**config.mk**
```make
export PLATFORM = sky130hd
export DESIGN_NAME = radio_tx_seq
export DESIGN_NICKNAME = d
export VERILOG_FILES = /design/src/rtl/rtx_pkg.sv /design/src/rtl/rtx_count_calc.sv /design/src/rtl/rtx_fcs16.sv /design/src/rtl/rtx_frame_check.sv /design/src/rtl/radio_tx_seq.sv
export SDC_FILE = /design/constraint.sdc
export NUM_CORES = 2
export LEC_CHECK = 0
export CAP_MARGIN = 20
export CORE_UTILIZATION = 40
export DETAILED_ROUTE_END_ITERATION = 8
export DONT_BUFFER_PORTS = 1
export PLACE_DENSITY = 0.66
export SLEW_MARGIN = 20
export SYNTH_ARGS = -nofsm -noshare
export SYNTH_HDL_FRONTEND = slang
export SYNTH_SLANG_ARGS = --single-unit
```
**constraint.sdc**
```tcl
create_clock -name clk -period 41.7 [get_ports clk]
set_input_delay 6.255 -clock clk [delete_from_list [all_inputs] [get_ports clk]]
set_output_delay 6.255 -clock clk [all_outputs]
set_load 0.1 [all_outputs]
```
**src/rtl/rtx_pkg.sv**
```systemverilog
// Shared definitions for the keyed-radio transmit sequencer.
// Assumes: state codes are fixed at 0..5 so that observers can decode them.
package rtx_pkg;

    typedef enum logic [2:0] {
        ST_OFF  = 3'd0,
        ST_HEAD = 3'd1,
        ST_DATA = 3'd2,
        ST_CRC1 = 3'd3,
        ST_CRC2 = 3'd4,
        ST_TAIL = 3'd5
    } tx_state_e;

    // Recommended power-up configuration for the integrating register block
    localparam int unsigned DEF_BIT_RATE = 9600;
    localparam int unsigned DEF_TXD_MS   = 300;
    localparam int unsigned DEF_TAIL_MS  = 10;
    localparam int unsigned DEF_HOLD_S   = 10;

    localparam logic [1:0]  MODE_HOLD = 2'd2;
    localparam logic [15:0] FCS_INIT  = 16'hFFFF;
    localparam logic [15:0] FCS_POLY  = 16'h8408;

    // One byte of the reflected CRC-16, least significant bit first
    function automatic logic [15:0] fcs_step(input logic [15:0] crc, input logic [7:0] din);
        logic [15:0] r;
        r = crc ^ {8'h00, din};
        for (int i = 0; i < 8; i++) begin
            r = r[0] ? ((r >> 1) ^ FCS_POLY) : (r >> 1);
        end
        return r;
    endfunction

endpackage

```
**src/rtl/rtx_count_calc.sv**
```systemverilog
// Converts bit rate and delay settings into byte-time counts.
// Assumes: bit_rate*delay fits in 32 bits; the results are latched by the
// sequencer on state entry, so this path only has to settle within a cycle.
module rtx_count_calc
    import rtx_pkg::*;
#(
    parameter int RATE_W = 20,
    parameter int MS_W   = 12,
    parameter int HOLD_W = 8,
    parameter int CNT_W  = 32
) (
    input  logic [RATE_W-1:0] bit_rate,
    input  logic [MS_W-1:0]   txd_ms,
    input  logic [MS_W-1:0]   tail_ms,
    input  logic [HOLD_W-1:0] hold_s,
    input  logic [1:0]        duplex_mode,
    output logic [CNT_W-1:0]  head_cnt,
    output logic [CNT_W-1:0]  tail_cnt
);
    localparam int PROD_W       = 32;
    localparam int MS_BYTE_DIV  = 8000;   // 8 bits per byte * 1000 ms per s
    localparam int BITS_PER_BYTE = 8;

    logic [PROD_W-1:0] head_prod, tail_prod, hold_prod;
    logic [PROD_W-1:0] head_q, tail_q, hold_q, tail_sum;

    // Preamble length: forced to one byte-time when no delay is configured
    always_comb begin
        head_prod = PROD_W'(bit_rate) * PROD_W'(txd_ms);
        head_q    = head_prod / PROD_W'(MS_BYTE_DIV);
        head_cnt  = (txd_ms == '0) ? CNT_W'(1) : CNT_W'(head_q);
    end

    // Tail length, with the hold time added in hold mode, never below one
    always_comb begin
        tail_prod = PROD_W'(bit_rate) * PROD_W'(tail_ms);
        hold_prod = PROD_W'(bit_rate) * PROD_W'(hold_s);
        tail_q    = tail_prod / PROD_W'(MS_BYTE_DIV);
        hold_q    = hold_prod / PROD_W'(BITS_PER_BYTE);
        tail_sum  = (duplex_mode == MODE_HOLD) ? (tail_q + hold_q) : tail_q;
        tail_cnt  = (tail_sum == '0) ? CNT_W'(1) : CNT_W'(tail_sum);
    end

endmodule

```
**src/rtl/rtx_fcs16.sv**
```systemverilog
// Running CRC-16 register over the payload bytes.
// Assumes: clr and en are never both set; clr has priority if they are.
module rtx_fcs16
    import rtx_pkg::*;
(
    input  logic        clk,
    input  logic        rst_n,
    input  logic        clr,
    input  logic        en,
    input  logic [7:0]  din,
    output logic [15:0] crc
);
    // Hold the running remainder; restart on clr, fold one byte on en
    always_ff @(posedge clk) begin
        if (!rst_n)   crc <= FCS_INIT;
        else if (clr) crc <= FCS_INIT;
        else if (en)  crc <= fcs_step(crc, din);
    end


    fcs_init_chk: assert property (@(posedge clk) disable iff (!rst_n)
        clr |=> (crc == FCS_INIT));

endmodule

```
**src/rtl/rtx_frame_check.sv**
```systemverilog
// Decides whether the oldest buffered frame may be sent.
// Assumes: frame_len counts the marker byte at offset 0.
module rtx_frame_check #(
    parameter int LEN_W     = 11,
    parameter int MAX_FRAME = 1024
) (
    input  logic [LEN_W-1:0] frame_len,
    input  logic [7:0]       frame_first,
    output logic             frame_ok,
    output logic [LEN_W-1:0] payload_len
);
    localparam int MIN_PAYLOAD = 2;

    // Payload excludes the marker; accept data frames of sane length only
    always_comb begin
        payload_len = frame_len - LEN_W'(1);
        frame_ok    = (frame_first == 8'h00)
                   && (int'(frame_len) >= MIN_PAYLOAD + 1)
                   && (int'(payload_len) < MAX_FRAME);
    end

endmodule

```
**src/rtl/radio_tx_seq.sv**
```systemverilog
// Frame transmit sequencer: keys PTT, counts preamble byte-times, streams
// payload and FCS, counts tail byte-times, then unkeys.
// Assumes: rd_data follows rd_addr in the same cycle; frame_pending reflects
// a frame_done pulse before the next byte_rdy strobe.
module radio_tx_seq
    import rtx_pkg::*;
#(
    parameter int LEN_W     = 11,
    parameter int MAX_FRAME = 1024,
    parameter int RATE_W    = 20,
    parameter int MS_W      = 12,
    parameter int HOLD_W    = 8,
    parameter int CNT_W     = 32
) (
    input  logic              clk,
    input  logic              rst_n,
    input  logic              start_req,
    input  logic              byte_rdy,
    input  logic              frame_pending,
    input  logic [LEN_W-1:0]  frame_len,
    input  logic [7:0]        frame_first,
    output logic [LEN_W-1:0]  rd_addr,
    input  logic [7:0]        rd_data,
    input  logic [RATE_W-1:0] bit_rate,
    input  logic [MS_W-1:0]   txd_ms,
    input  logic [MS_W-1:0]   tail_ms,
    input  logic [HOLD_W-1:0] hold_s,
    input  logic [1:0]        duplex_mode,
    output logic [7:0]        tx_byte,
    output logic              tx_valid,
    output logic              ptt,
    output logic              idle,
    output logic              frame_done
);
    tx_state_e        state;
    logic [CNT_W-1:0] cnt;
    logic [LEN_W-1:0] idx, plen_q, payload_len;
    logic [CNT_W-1:0] head_cnt, tail_cnt;
    logic [15:0]      crc;
    logic             frame_ok, cnt_expired, last_byte, fcs_clr, fcs_en;
    logic             ptt_q, valid_q, done_q;
    logic [7:0]       byte_q;

    rtx_count_calc #(
        .RATE_W(RATE_W), .MS_W(MS_W), .HOLD_W(HOLD_W), .CNT_W(CNT_W)
    ) u_cnt (
        .bit_rate(bit_rate), .txd_ms(txd_ms), .tail_ms(tail_ms),
        .hold_s(hold_s), .duplex_mode(duplex_mode),
        .head_cnt(head_cnt), .tail_cnt(tail_cnt)
    );

    rtx_frame_check #(.LEN_W(LEN_W), .MAX_FRAME(MAX_FRAME)) u_chk (
        .frame_len(frame_len), .frame_first(frame_first),
        .frame_ok(frame_ok), .payload_len(payload_len)
    );

    rtx_fcs16 u_fcs (
        .clk(clk), .rst_n(rst_n), .clr(fcs_clr), .en(fcs_en),
        .din(rd_data), .crc(crc)
    );

    // Decode count expiry, last payload byte and FCS control
    always_comb begin
        cnt_expired = (cnt <= CNT_W'(1));
        last_byte   = ((idx + LEN_W'(1)) == plen_q);
        rd_addr     = idx + LEN_W'(1);
        fcs_clr     = (state == ST_HEAD) && byte_rdy && cnt_expired
                      && frame_pending && frame_ok;
        fcs_en      = (state == ST_DATA) && byte_rdy;
    end

    // Sequencer: one step per ready strobe; start handled only in OFF and TAIL
    always_ff @(posedge clk) begin
        if (!rst_n) begin
            state   <= ST_OFF;
            cnt     <= '0;
            idx     <= '0;
            plen_q  <= '0;
            ptt_q   <= 1'b0;
            byte_q  <= '0;
            valid_q <= 1'b0;
            done_q  <= 1'b0;
        end else begin
            valid_q <= 1'b0;
            done_q  <= 1'b0;
            unique case (state)
                ST_OFF: begin
                    if (start_req) begin
                        state <= ST_HEAD;
                        cnt   <= head_cnt;
                        ptt_q <= 1'b1;
                    end
                end
                ST_HEAD: begin
                    if (byte_rdy) begin
                        if (!cnt_expired) begin
                            cnt <= cnt - CNT_W'(1);
                        end else if (!frame_pending) begin
                            state <= ST_OFF;
                            ptt_q <= 1'b0;
                        end else if (!frame_ok) begin
                            done_q <= 1'b1;
                            cnt    <= CNT_W'(1);
                        end else begin
                            plen_q <= payload_len;
                            idx    <= '0;
                            state  <= ST_DATA;
                        end
                    end
                end
                ST_DATA: begin
                    if (byte_rdy) begin
                        byte_q  <= rd_data;
                        valid_q <= 1'b1;
                        idx     <= idx + LEN_W'(1);
                        if (last_byte) begin
                            state  <= ST_CRC1;
                            done_q <= 1'b1;
                        end
                    end
                end
                ST_CRC1: begin
                    if (byte_rdy) begin
                        byte_q  <= ~crc[7:0];
                        valid_q <= 1'b1;
                        state   <= ST_CRC2;
                    end
                end
                ST_CRC2: begin
                    if (byte_rdy) begin
                        byte_q  <= ~crc[15:8];
                        valid_q <= 1'b1;
                        if (frame_pending) begin
                            state <= ST_HEAD;
                            cnt   <= CNT_W'(1);
                        end else begin
                            state <= ST_TAIL;
                            cnt   <= tail_cnt;
                        end
                    end
                end
                ST_TAIL: begin
                    if (start_req) begin
                        state <= ST_HEAD;
                        cnt   <= CNT_W'(1);
                    end else if (byte_rdy) begin
                        if (cnt_expired) begin
                            state <= ST_OFF;
                            ptt_q <= 1'b0;
                        end else begin
                            cnt <= cnt - CNT_W'(1);
                        end
                    end
                end
                default: state <= ST_OFF;
            endcase
        end
    end

    // Drive the registered outputs
    always_comb begin
        tx_byte    = byte_q;
        tx_valid   = valid_q;
        ptt        = ptt_q;
        idle       = (state == ST_OFF);
        frame_done = done_q;
    end


    idle_unkeyed_chk: assert property (@(posedge clk) disable iff (!rst_n)
        idle |-> !ptt);


    valid_after_rdy_chk: assert property (@(posedge clk) disable iff (!rst_n)
        tx_valid |-> $past(byte_rdy));


    done_single_chk: assert property (@(posedge clk) disable iff (!rst_n)
        frame_done |=> !frame_done);


    ptt_rise_start_chk: assert property (@(posedge clk) disable iff (!rst_n)
        $rose(ptt) |-> $past(start_req));


    off_rdy_ignored_chk: assert property (@(posedge clk) disable iff (!rst_n)
        (idle && byte_rdy && !start_req) |=> (idle && !tx_valid));

endmodule

```
==> results.txt <==
Status = finished clean
Crit Path Max Fanout = 32
# setup viols final = 0
Seq/Total Area, Yosys = 4.40%
Worst slew pin tran = 1.10 ns
Synth Area in Simple Gates = 22.8%
Ant diodes = 0
First-pass GRT wire length = 184 mm
CTS Sinks = 84
Root buffer cell = clkbuf_16
RSZ-0062 raised after global routing = no
CP required = 41.97 ns
Die area = 96,900 um2
Wirelength per Cell = 18.4 um
Critical path's largest stage delay = 0.83 ns
Adder-cell share of the synthesized area = 31.7%
Final worst path period need = 31.10 ns
Htree depth = 3
Largest net degree at the start of global routing = 56
Synth cell types = 146
Yosys warnings = 0
Core area = 94,900 um2
Clock Skews = 0.0130 ns
Worst setup EP type = flop
DR vias/cell = 5.94
Skew-Pair Late Insertion Delay = 0.35 ns
Post-synthesis mux area share = 2.09%
Share of cells above drive strength 1 = 5.45%
CP arrival = 31.37 ns
DP HPWL = 87.8 mm
CTS Hold Bufs = 0
Cell mode on critical path = a21oi_1
Synth Area in Compound Gates = 24.8%
IO Pins = 109
Hold Path Class = flop to flop
TritonCTS buffer count = 9
Syn_nets = 5,772
Postcts setup bufs = 0
Initial core utilization = 40.3%
Die X = 311 um
Ratio of final minimum period to clock period = 74.6%
Area delta synth->final = 3.06%
Crit path launch type = input pin
TNS Setup = 0 ns
Post-CTS Resized = 0
Initial antenna violation count = 3
Max Root-Sink Buffers = 2
Post-Synth XOR/XNOR Area = 5.78%
Reg clk slew, reported paths = 0.07 ns
Post-synth EDFFs = 0
Total grt overflow = 0
Max-slew headroom = 26.5%
FP Rows = 113
Vias in the first global route = 35,373
Slowest CP cell = o21ai_1
Initial DRC count = 2,830
Ys flop type = dfxtp_1
Iteration count of the initial detailed-routing pass = 6
Port Buffer Count = 0
DRT Wirelength = 112 mm
Pins Over Slew Limit = 0
Fmax = 32.2 MHz
Worst setup path class = input pin to flop
Cell count after synthesis = 5,006
Total track usage = 22.8%
Clock tree from TritonCTS = yes
Asr flop ratio synth = 0%
Max-Cap Viols = 0
Largest family of logic cells by synthesized area = adder cells
Mapped cell area = 38,300 um2
RD Place Congestion = 0.949
Post-synthesis register bit count = 84
Fin. Hold Viols = 0
Nets@finish = 5,547
Die H = 311 um
Average size of a mapped cell = 7.64 um2
Total number of vias = 35,956
Detail Route Antenna Nets = 0
DR DRC count = 0
-- flip-flops by register name (all words and copies together), names as in the netlist --
signal,flops
cnt,32
frame_done,1
idx,11
plen_q,11
ptt,1
state,3
tx_byte,8
tx_valid,1
u_fcs.crc,16
-- metrics by stage --
stage / worst slack (ns) / instance area [um2] / util (%) / hold WS, ns / std cells
after global placement: 10.98 / 39000 / 41.2 / 0.459 / 6032
after CTS: 10.95 / 39400 / 41.5 / 0.479 / 6048
final: 10.60 / 39400 / 41.6 / 0.480 / 6051
after floorplan: 14.21 / 38300 / - / 0.444 / 5006
after detailed placement: 10.69 / 39000 / 41.2 / 0.471 / 6032
after global routing: 8.49 / 39400 / 41.6 / 0.507 / 6051
-- worst max-delay path: cells and delay by family --
kind	cells	cell delay (ns)
adders and majority gates	8	3.57
buffers and inverters	6	0.36
xor gates and xnor gates	3	0.69
muxes	4	1.69
and+or+nand+nor	29	6.12
AOI/OAI and AO/OA	49	12.57
-- area by class of cell --
type	instances	area (um2)
well taps	1265	1580
clock inverters	6	93.8
fillers	9656	55400
flip-flops and latches	84	1680
multi-input cells	4087	33400
inverters	567	2130
repair buffers	32	274
clock buffers	10	239
-- layout by cell type, fill, tap and decap left out, types with 18 or more instances in the layout --
| cell type | n |
|---|---|
| a22oi_1 | 29 |
| a21oi_1 | 269 |
| a31oi_1 | 54 |
| a211oi_1 | 67 |
| xor2_1 | 54 |
| o21bai_1 | 55 |
| nand3b_1 | 18 |
| o21ai_0 | 192 |
| o21ai_1 | 38 |
| nand4_1 | 46 |
| o22ai_1 | 30 |
| mux2i_1 | 43 |
| inv_1 | 562 |
| nand2_1 | 700 |
| nand2b_1 | 24 |
| and3_1 | 33 |
| nor4_1 | 50 |
| o211a_1 | 26 |
| o31ai_1 | 22 |
| dfxtp_1 | 84 |
| nand3_1 | 97 |
| o2111ai_1 | 19 |
| ha_1 | 211 |
| nor3_1 | 104 |
| nor2_1 | 296 |
| xnor2_1 | 173 |
| or3_1 | 33 |
| buf_4 | 28 |
| a21o_1 | 43 |
| and2_1 | 264 |
| o21a_1 | 37 |
| a211o_1 | 21 |
| o221ai_1 | 21 |
| fa_1 | 469 |
| nor2b_1 | 18 |
| o211ai_1 | 69 |
-- kinds of logic (layout without fill, tap and decap cells) --
family          Yosys count  count (layout)
buf+inv                 835             615
fa+ha+maj               688             688
compound gates         1292            1292
simple gates           1792            1792
flops                    84              84
mux                      70              70
xor+xnor                245             245
-- synthesized netlist by cell type (all sizes together), types with 19 or more instances --
cell type / n / area (um2)
o2111ai: 20 / 193
mux2i: 49 / 548
nor3: 113 / 606
nor2: 301 / 1150
xnor2: 184 / 1640
and3: 34 / 218
nand2: 704 / 2650
nand3: 99 / 513
o211ai: 72 / 556
o211a: 28 / 288
inv: 566 / 2130
a211o: 21 / 184
a2111oi: 24 / 284
and2: 268 / 1680
ha: 211 / 2640
mux2: 21 / 251
buf: 51 / 292
o21ai: 236 / 1200
dfxtp: 84 / 1680
o221ai: 23 / 214
nor2b: 19 / 119
a21o: 44 / 332
nand4: 47 / 300
o21a: 39 / 302
fa: 469 / 9390
a211oi: 78 / 656
nor4: 55 / 393
a22oi: 31 / 243
a21oi: 288 / 1540
a31oi: 60 / 439
o31ai: 26 / 210
or2: 27 / 169
o21bai: 56 / 424
o22ai: 31 / 200
xor2: 60 / 548
nand2b: 24 / 150
clkbuf: 217 / 816
or3: 33 / 206
-- metal layers --
layer	routed length (um)	up-vias	global-route usage (%)
li1	-	16848	-
met1	48500	17735	30.2
met2	53200	1226	38.8
met3	7000	147	2.77
met4	2790	0	6.33
met5	0	-	0
-- path summary, 6_finish.rpt --
check          startpoint       to  slack, ns  cells after the start
min               cnt[14]  cnt[14]       0.48                      2
max          bit_rate[11]   cnt[0]      10.60                     99
max reg2reg       cnt[16]  cnt[24]      38.47                     12
min reg2reg       cnt[14]  cnt[14]       0.48                      2
Power is not shown: default switching activity piles up to over one toggle a cycle in this logic, so the estimate is an artifact.
